`src/rtl/bp_pkg.sv`:
```
package bp_pkg;

    localparam int unsigned PC_W       = 32;
    localparam int unsigned INSN_SHIFT = 2;

    typedef logic [PC_W-1:0] pc_t;

    typedef enum logic [1:0] {
        CTR_SNT = 2'b00,
        CTR_WNT = 2'b01,
        CTR_WT  = 2'b10,
        CTR_ST  = 2'b11
    } ctr_e;

    typedef struct packed {
        logic valid;
        pc_t  tag;
        pc_t  target;
    } tgt_entry_t;

    typedef struct packed {
        logic valid;
        pc_t  pc;
        logic taken;
        pc_t  target;
    } resolve_t;

    typedef struct packed {
        logic hit;
        logic taken;
        pc_t  next_pc;
    } pred_t;

    function automatic ctr_e ctr_step(ctr_e c, logic taken);
        ctr_e n;
        n = c;
        if (taken) begin
            case (c)
                CTR_SNT: n = CTR_WNT;
                CTR_WNT: n = CTR_WT;
                CTR_WT:  n = CTR_ST;
                default: n = CTR_ST;
            endcase
        end else begin
            case (c)
                CTR_ST:  n = CTR_WT;
                CTR_WT:  n = CTR_WNT;
                CTR_WNT: n = CTR_SNT;
                default: n = CTR_SNT;
            endcase
        end
        return n;
    endfunction

    function automatic logic ctr_says_taken(ctr_e c);
        return c[1];
    endfunction

    function automatic pc_t seq_pc(pc_t pc);
        return pc + pc_t'(4);
    endfunction

endpackage

```
`src/rtl/bp_target_table.sv`:
```
module bp_target_table
    import bp_pkg::*;
#(
    parameter int unsigned ENTRIES = 16
) (
    input  logic     clk,
    input  logic     rst,
    input  pc_t      rd_pc,
    output logic     rd_hit,
    output pc_t      rd_target,
    input  resolve_t upd
);
    localparam int unsigned IDX_W = $clog2(ENTRIES);

    tgt_entry_t       ent_q [ENTRIES];
    logic [IDX_W-1:0] rd_idx;
    logic [IDX_W-1:0] wr_idx;
    logic             wr_en;
    logic [ENTRIES-1:0] valid_vec;

    assign rd_idx = rd_pc[INSN_SHIFT +: IDX_W];
    assign wr_idx = upd.pc[INSN_SHIFT +: IDX_W];
    // Taken resolves both allocate on a miss and refresh on a hit.
    assign wr_en  = upd.valid && upd.taken;

    always_comb begin
        tgt_entry_t e;
        e         = ent_q[rd_idx];
        rd_hit    = e.valid && (e.tag == rd_pc);
        rd_target = e.target;
    end

    always_ff @(posedge clk) begin
        if (rst) begin
            for (int i = 0; i < int'(ENTRIES); i++) begin
                ent_q[i] <= '0;
            end
        end else if (wr_en) begin
            ent_q[wr_idx] <= '{valid: 1'b1, tag: upd.pc, target: upd.target};
        end
    end

    genvar g;
    generate
        for (g = 0; g < int'(ENTRIES); g++) begin : g_valid
            assign valid_vec[g] = ent_q[g].valid;
        end
    endgenerate


    tgt_reset_clear_chk: assert property (@(posedge clk)
        rst |=> (valid_vec == '0));


    tgt_alloc_chk: assert property (@(posedge clk) disable iff (rst)
        (upd.valid && upd.taken) |=>
            (ent_q[$past(wr_idx)].valid && ent_q[$past(wr_idx)].tag == $past(upd.pc)
             && ent_q[$past(wr_idx)].target == $past(upd.target)));


    tgt_no_alloc_chk: assert property (@(posedge clk) disable iff (rst)
        (upd.valid && !upd.taken) |=> $stable(valid_vec));

endmodule

```
`src/rtl/bp_dir_table.sv`:
```
module bp_dir_table
    import bp_pkg::*;
#(
    parameter int unsigned ENTRIES = 64
) (
    input  logic     clk,
    input  logic     rst,
    input  pc_t      rd_pc,
    output logic     rd_taken,
    input  resolve_t upd
);
    localparam int unsigned IDX_W = $clog2(ENTRIES);

    ctr_e             ctr_q [ENTRIES];
    logic [IDX_W-1:0] rd_idx;
    logic [IDX_W-1:0] wr_idx;
    logic [ENTRIES-1:0] is_wnt;

    assign rd_idx   = rd_pc[INSN_SHIFT +: IDX_W];
    assign wr_idx   = upd.pc[INSN_SHIFT +: IDX_W];
    assign rd_taken = ctr_says_taken(ctr_q[rd_idx]);

    always_ff @(posedge clk) begin
        if (rst) begin
            for (int i = 0; i < int'(ENTRIES); i++) begin
                ctr_q[i] <= CTR_WNT;
            end
        end else if (upd.valid) begin
            ctr_q[wr_idx] <= ctr_step(ctr_q[wr_idx], upd.taken);
        end
    end

    genvar g;
    generate
        for (g = 0; g < int'(ENTRIES); g++) begin : g_wnt
            assign is_wnt[g] = (ctr_q[g] == CTR_WNT);
        end
    endgenerate


    dir_reset_wnt_chk: assert property (@(posedge clk)
        rst |=> (&is_wnt));


    dir_sat_high_chk: assert property (@(posedge clk) disable iff (rst)
        (upd.valid && upd.taken && ctr_q[wr_idx] == CTR_ST) |=>
            (ctr_q[$past(wr_idx)] == CTR_ST));


    dir_sat_low_chk: assert property (@(posedge clk) disable iff (rst)
        (upd.valid && !upd.taken && ctr_q[wr_idx] == CTR_SNT) |=>
            (ctr_q[$past(wr_idx)] == CTR_SNT));


    dir_hysteresis_chk: assert property (@(posedge clk) disable iff (rst)
        (upd.valid && !upd.taken && ctr_q[wr_idx] == CTR_ST) |=>
            (ctr_q[$past(wr_idx)] == CTR_WT));

endmodule

```
`src/rtl/bp_next_sel.sv`:
```
module bp_next_sel
    import bp_pkg::*;
(
    input  pc_t   pc,
    input  logic  hit,
    input  logic  taken,
    input  pc_t   target,
    output pred_t pred
);
    always_comb begin
        pred.hit     = hit;
        pred.taken   = taken;
        pred.next_pc = (hit && taken) ? target : seq_pc(pc);
    end
endmodule

```
`src/rtl/branch_predictor.sv`:
```
module branch_predictor
    import bp_pkg::*;
#(
    parameter int unsigned TGT_ENTRIES = 16,
    parameter int unsigned DIR_ENTRIES = 64
) (
    input  logic        clk,
    input  logic        rst,
    input  logic [31:0] fetch_pc,
    output logic        pred_hit,
    output logic        pred_taken,
    output logic [31:0] pred_next_pc,
    input  logic        rsv_valid,
    input  logic [31:0] rsv_pc,
    input  logic        rsv_taken,
    input  logic [31:0] rsv_target
);
    resolve_t upd;
    logic     t_hit;
    pc_t      t_target;
    logic     d_taken;
    pred_t    pred;

    assign upd = '{valid: rsv_valid, pc: rsv_pc, taken: rsv_taken, target: rsv_target};

    bp_target_table #(.ENTRIES(TGT_ENTRIES)) u_tgt (
        .clk       (clk),
        .rst       (rst),
        .rd_pc     (fetch_pc),
        .rd_hit    (t_hit),
        .rd_target (t_target),
        .upd       (upd)
    );

    bp_dir_table #(.ENTRIES(DIR_ENTRIES)) u_dir (
        .clk      (clk),
        .rst      (rst),
        .rd_pc    (fetch_pc),
        .rd_taken (d_taken),
        .upd      (upd)
    );

    bp_next_sel u_sel (
        .pc     (fetch_pc),
        .hit    (t_hit),
        .taken  (d_taken),
        .target (t_target),
        .pred   (pred)
    );

    assign pred_hit     = pred.hit;
    assign pred_taken   = pred.taken;
    assign pred_next_pc = pred.next_pc;


    seq_on_miss_chk: assert property (@(posedge clk) disable iff (rst)
        !pred_hit |-> (pred_next_pc == fetch_pc + 32'd4));


    seq_on_not_taken_chk: assert property (@(posedge clk) disable iff (rst)
        !pred_taken |-> (pred_next_pc == fetch_pc + 32'd4));

endmodule

```
`config.mk`:
```
export PLATFORM = sky130hd
export DESIGN_NAME = branch_predictor
export DESIGN_NICKNAME = d
export VERILOG_FILES = /design/src/rtl/bp_pkg.sv /design/src/rtl/bp_target_table.sv /design/src/rtl/bp_dir_table.sv /design/src/rtl/bp_next_sel.sv /design/src/rtl/branch_predictor.sv
export SDC_FILE = /design/constraint.sdc
export NUM_CORES = 2
export LEC_CHECK = 0
export CAP_MARGIN = 10
export CORE_MARGIN = 4
export CORE_UTILIZATION = 46
export DETAILED_ROUTE_END_ITERATION = 16
export PLACE_DENSITY = 0.66
export SKIP_CTS_REPAIR_TIMING = 1
export SYNTH_ARGS = -nofsm -noshare
export SYNTH_HDL_FRONTEND = slang
export SYNTH_SLANG_ARGS = --single-unit
```
`constraint.sdc`:
```
create_clock -name clk -period 10.68 [get_ports clk]
set_clock_uncertainty 0.1 [all_clocks]
set_input_delay 1.068 -clock clk [delete_from_list [all_inputs] [get_ports clk]]
set_output_delay 1.068 -clock clk [all_outputs]
set_load 0.01 [all_outputs]
```
==> impl_metrics.xml <==
<?xml version="1.0" encoding="UTF-8"?>
<metrics>
  <group name="logic_synthesis">
    <metric name="netlist_top_cells_area" unit="">sky130_fd_sc_hd__edfxtp_1 64%, sky130_fd_sc_hd__mux4_2 13%, sky130_fd_sc_hd__and2_1 11%, sky130_fd_sc_hd__clkbuf_1 1.7%, sky130_fd_sc_hd__mux2i_1 1.7%</metric>
    <metric name="synth.lib_cells_used.distinct" unit="">67</metric>
    <metric name="instance_count_of_the_mapped_netlist" unit="">3571</metric>
    <metric name="share_of_synthesized_flip_flops_with_an_asynchronous_set_or_reset" unit="%">0</metric>
    <metric name="post-synth-top-area-cell" unit="">sky130_fd_sc_hd__edfxtp_1</metric>
    <metric name="synthesis.yosys.warnings" unit="">0</metric>
    <metric name="synth-edff-count" unit="">1152</metric>
    <metric name="synth-seq-cells" unit="">1168</metric>
    <metric name="synth_area" unit="um^2">54480</metric>
    <metric name="synth_largest_type_area_fraction" unit="%">63.50</metric>
    <metric name="synth_flop_cell" unit="">sky130_fd_sc_hd__edfxtp_1</metric>
    <metric name="ys_seq_area_share" unit="%">64.09</metric>
    <metric name="post_synthesis_average_cell_area" unit="um^2">15.26</metric>
  </group>
  <group name="worst_setup_path">
    <metric name="kind_of_launch_point_of_the_worst_setup_path" unit="">input port</metric>
    <metric name="path_class" unit="">input port to primary output</metric>
    <metric name="critPathMaxStageDelay" unit="ns">0.93</metric>
    <metric name="endpoint_kind" unit="">primary output</metric>
    <metric name="path_max_fanout" unit="">112</metric>
    <metric name="crit_path_cell_trace" unit="">buf_8 -&gt; buf_12 -&gt; mux4_2 -&gt; or2_0 -&gt; a32oi_1 -&gt; nand4_1 -&gt; a2111o_1 -&gt; or4_1 -&gt; nand4b_4 -&gt; mux2_4 -&gt; clkdlybuf4s50_1</metric>
    <metric name="crit_buf_inv" unit="">3</metric>
    <metric name="worst_path_dominant_cell_family" unit="">simple AND/OR/NAND/NOR gates</metric>
    <metric name="crit_required" unit="ns">9.51</metric>
    <metric name="worst_ep_arrival_time" unit="ns">6.54</metric>
    <metric name="crit_path_top_delay_cell" unit="">sky130_fd_sc_hd__nand4b_4</metric>
  </group>
  <group name="pwr">
    <metric name="seqPwrFrac" unit="%">52.5</metric>
    <metric name="switch_pwr" unit="mW">2.332</metric>
    <metric name="power_per_cell_area" unit="nW/um^2">166.1</metric>
    <metric name="power.clock.fraction" unit="%">38.8</metric>
    <metric name="peakVddDrop" unit="mV">0.1334</metric>
    <metric name="switching_share" unit="%">23.01</metric>
    <metric name="internal_power" unit="mW">7.806</metric>
    <metric name="leakage" unit="nW">20.85</metric>
    <metric name="power.share.combinational" unit="%">8.6</metric>
  </group>
  <group name="cts">
    <metric name="clock_sinks" unit="">1168</metric>
    <metric name="cts_max_path_buffers" unit="">3</metric>
    <metric name="cts_buffers" unit="">116</metric>
    <metric name="clock_insertion_delay_worst_skew" unit="ns">0.70</metric>
    <metric name="clock_tree_from_tritoncts" unit="">done</metric>
    <metric name="h_tree_lvl_count" unit="">3</metric>
    <metric name="clk_pin_slew_worst_paths" unit="ns">0.06</metric>
    <metric name="clock_tree.root_cell" unit="">sky130_fd_sc_hd__clkbuf_16</metric>
  </group>
  <group name="sta">
    <metric name="max_freq" unit="MHz">129.7</metric>
    <metric name="unrepaired_setup_endpoints_after_global_routing" unit="">no</metric>
    <metric name="timing_max_transition_violations_final" unit="">0</metric>
    <metric name="max_slew_margin" unit="%">20.29</metric>
    <metric name="setup_viol_count_final" unit="">0</metric>
    <metric name="timing.hold.ws" unit="ns">0.3529</metric>
    <metric name="final.min_clock_period" unit="ns">7.709</metric>
    <metric name="max_slew.worst_pin.slew" unit="ns">1.193</metric>
    <metric name="final_hold_viol_count" unit="">0</metric>
    <metric name="fin_setup_tns" unit="ns">0</metric>
    <metric name="worst_slack" unit="ns">2.971</metric>
    <metric name="finalCritPeriodShare" unit="%">72.19</metric>
  </group>
  <group name="floorplan">
    <metric name="fp.dieH" unit="um">352.1</metric>
    <metric name="fp.dieArea" unit="um^2">124000</metric>
    <metric name="placeableCoreArea" unit="um^2">116800</metric>
    <metric name="num_rows" unit="">125</metric>
    <metric name="die_w" unit="um">352.1</metric>
    <metric name="start_util" unit="%">46.63</metric>
    <metric name="pin_count" unit="">134</metric>
  </group>
  <group name="hold_path">
    <metric name="timing.hold.worst.class" unit="">register to register</metric>
  </group>
  <group name="finish">
    <metric name="areaGrowthSynthToFinish" unit="%">12.05</metric>
    <metric name="count_of_filler_cells_inserted_in_the_layout" unit="">9315</metric>
    <metric name="layout.cells.most_common" unit="">sky130_fd_sc_hd__edfxtp_1</metric>
    <metric name="final_core_utilization" unit="%">52.25</metric>
    <metric name="final_layout_size_suffix_gt1_share" unit="%">16.97</metric>
    <metric name="layout_common_cells" unit="">1,152 x sky130_fd_sc_hd__edfxtp_1, 965 x sky130_fd_sc_hd__and2_1, 313 x sky130_fd_sc_hd__mux4_2</metric>
    <metric name="nNetsFinal" unit="">3710</metric>
  </group>
  <group name="routing">
    <metric name="post_drt_wl_per_cell" unit="um">30.47</metric>
    <metric name="wirelength" unit="um">159700</metric>
    <metric name="drt_first_pass_iters" unit="">6</metric>
    <metric name="ant_nets" unit="">0</metric>
    <metric name="detailedRoute.firstIterationViolations" unit="">4409</metric>
    <metric name="vias" unit="">31700</metric>
    <metric name="remaining_drc_errors" unit="">0</metric>
    <metric name="post_drt_via_cell_ratio" unit="">6.050</metric>
  </group>
  <group name="placed_design">
    <metric name="routabilityCongestion" unit="">0.7953</metric>
    <metric name="worst_setup_timing_slack_at_the_placement_stage" unit="ns">2.981</metric>
    <metric name="post-dp-hpwl" unit="um">88270</metric>
    <metric name="buffer_ports.inserted" unit="">133</metric>
  </group>
  <group name="global_route">
    <metric name="grt_antenna_before_repair" unit="">28</metric>
    <metric name="grt_first_pass_wirelength" unit="um">227700</metric>
    <metric name="grt_start_max_net_pins" unit="">113</metric>
    <metric name="grt.total_usage" unit="%">25.31</metric>
    <metric name="first_global_vias" unit="">31840</metric>
    <metric name="global_route.overflow_total" unit="">0</metric>
  </group>
  <group name="flow_run">
    <metric name="max_cap_viol_count" unit="">0</metric>
  </group>
  <group name="run_status">
    <metric name="outcome" unit="">finished, final reports clean</metric>
  </group>
</metrics>
[layout make-up]
type	count	area, um^2	area share (%)
well taps	1524	1907	3.124
clock inverters	64	514.2	0.8425
repair buffers	214	1983	3.249
inverters	18	68.82	0.1127
flip-flops and latches	1168	34910	57.20
multi-input cells	2091	18560	30.40
clock buffers	146	3058	5.010
diodes	15	37.54	0.06149
[final timing paths]
check / startpoint / endpoint / slack (ns) / depth (start not counted)
worst max register to register: u_dir.ctr_q[14][1] / u_dir.ctr_q[6][0] / 7.07 / 7
worst max-delay path: fetch_pc[3] / pred_next_pc[12] / 2.97 / 11
worst min register to register: u_tgt.ent_q[15][64] / u_tgt.ent_q[15][64] / 0.35 / 1
worst min-delay path: u_tgt.ent_q[15][64] / u_tgt.ent_q[15][64] / 0.35 / 1
[registers in the layout, summed over array words and instances (netlist names)]
register / count
u_dir.ctr_q: 128
u_tgt.ent_q: 1040
[synth_stat cells (all sizes together), types with 34 or more instances]
master,number
buf,75
clkbuf,250
edfxtp,1152
nand2,123
xnor2,43
mux4,313
and2,965
nand3,69
mux2,34
o21ai,61
mux2i,91
nor3,41
nor2,120
[kinds of logic after synthesis]
logic type                 share of synthesized area [%]
AOI/OAI and AO/OA                                  2.274
xor gates and xnor gates                          0.8682
adders and majority gates                        0.05971
buffers and inverters                              2.634
DFF                                                64.09
muxes                                              15.51
other                                           0.006884
and+or+nand+nor                                    14.55
[per-stage QoR]
| step | instance area, um^2 | power, mW | instances |
|---|---|---|---|
| after CTS | 60970 | 10.18 | 5224 |
| final | 61040 | 10.14 | 5240 |
| after detailed placement | 57400 | 6.291 | 5014 |
| after global routing | 61010 | 10.43 | 5228 |
| after global placement | 57400 | 6.277 | 5014 |
| after floorplan | 54590 | 5.948 | 3602 |
[power groups by stage]
| stage | combinational [mW] | sequential (mW) | clock (mW) |
|---|---|---|---|
| finish | 0.876 | 5.33 | 3.94 |
| global route | 0.917 | 5.34 | 4.18 |
| CTS | 0.873 | 5.33 | 3.98 |
| detailed placement | 0.869 | 5.42 | 0 |
| global placement | 0.866 | 5.41 | 0 |
| floorplan | 0.525 | 5.42 | 0 |
[worst reg2reg max path: stages, from the launching register on]
cell and delay, ns:
sky130_fd_sc_hd__edfxtp_1 0.41, sky130_fd_sc_hd__mux4_2 0.48, sky130_fd_sc_hd__mux4_2 0.50, sky130_fd_sc_hd__mux2_2 0.29, sky130_fd_sc_hd__o21ai_0 0.25, sky130_fd_sc_hd__maj3_2 0.59
sky130_fd_sc_hd__buf_4 0.54, sky130_fd_sc_hd__nand3_1 0.16
[routing by layer]
layer / GRT usage [%] / vias to the layer above / share of wire (%)
met3: 5.461 / 311 / 9.8
met4: 9.358 / 20 / 3.6
li1: - / 13310 / -
met2: 40.31 / 1666 / 47
met1: 34.52 / 16400 / 39
met5: 0 / - / 0.10
Power figures use the tool's default switching activity.
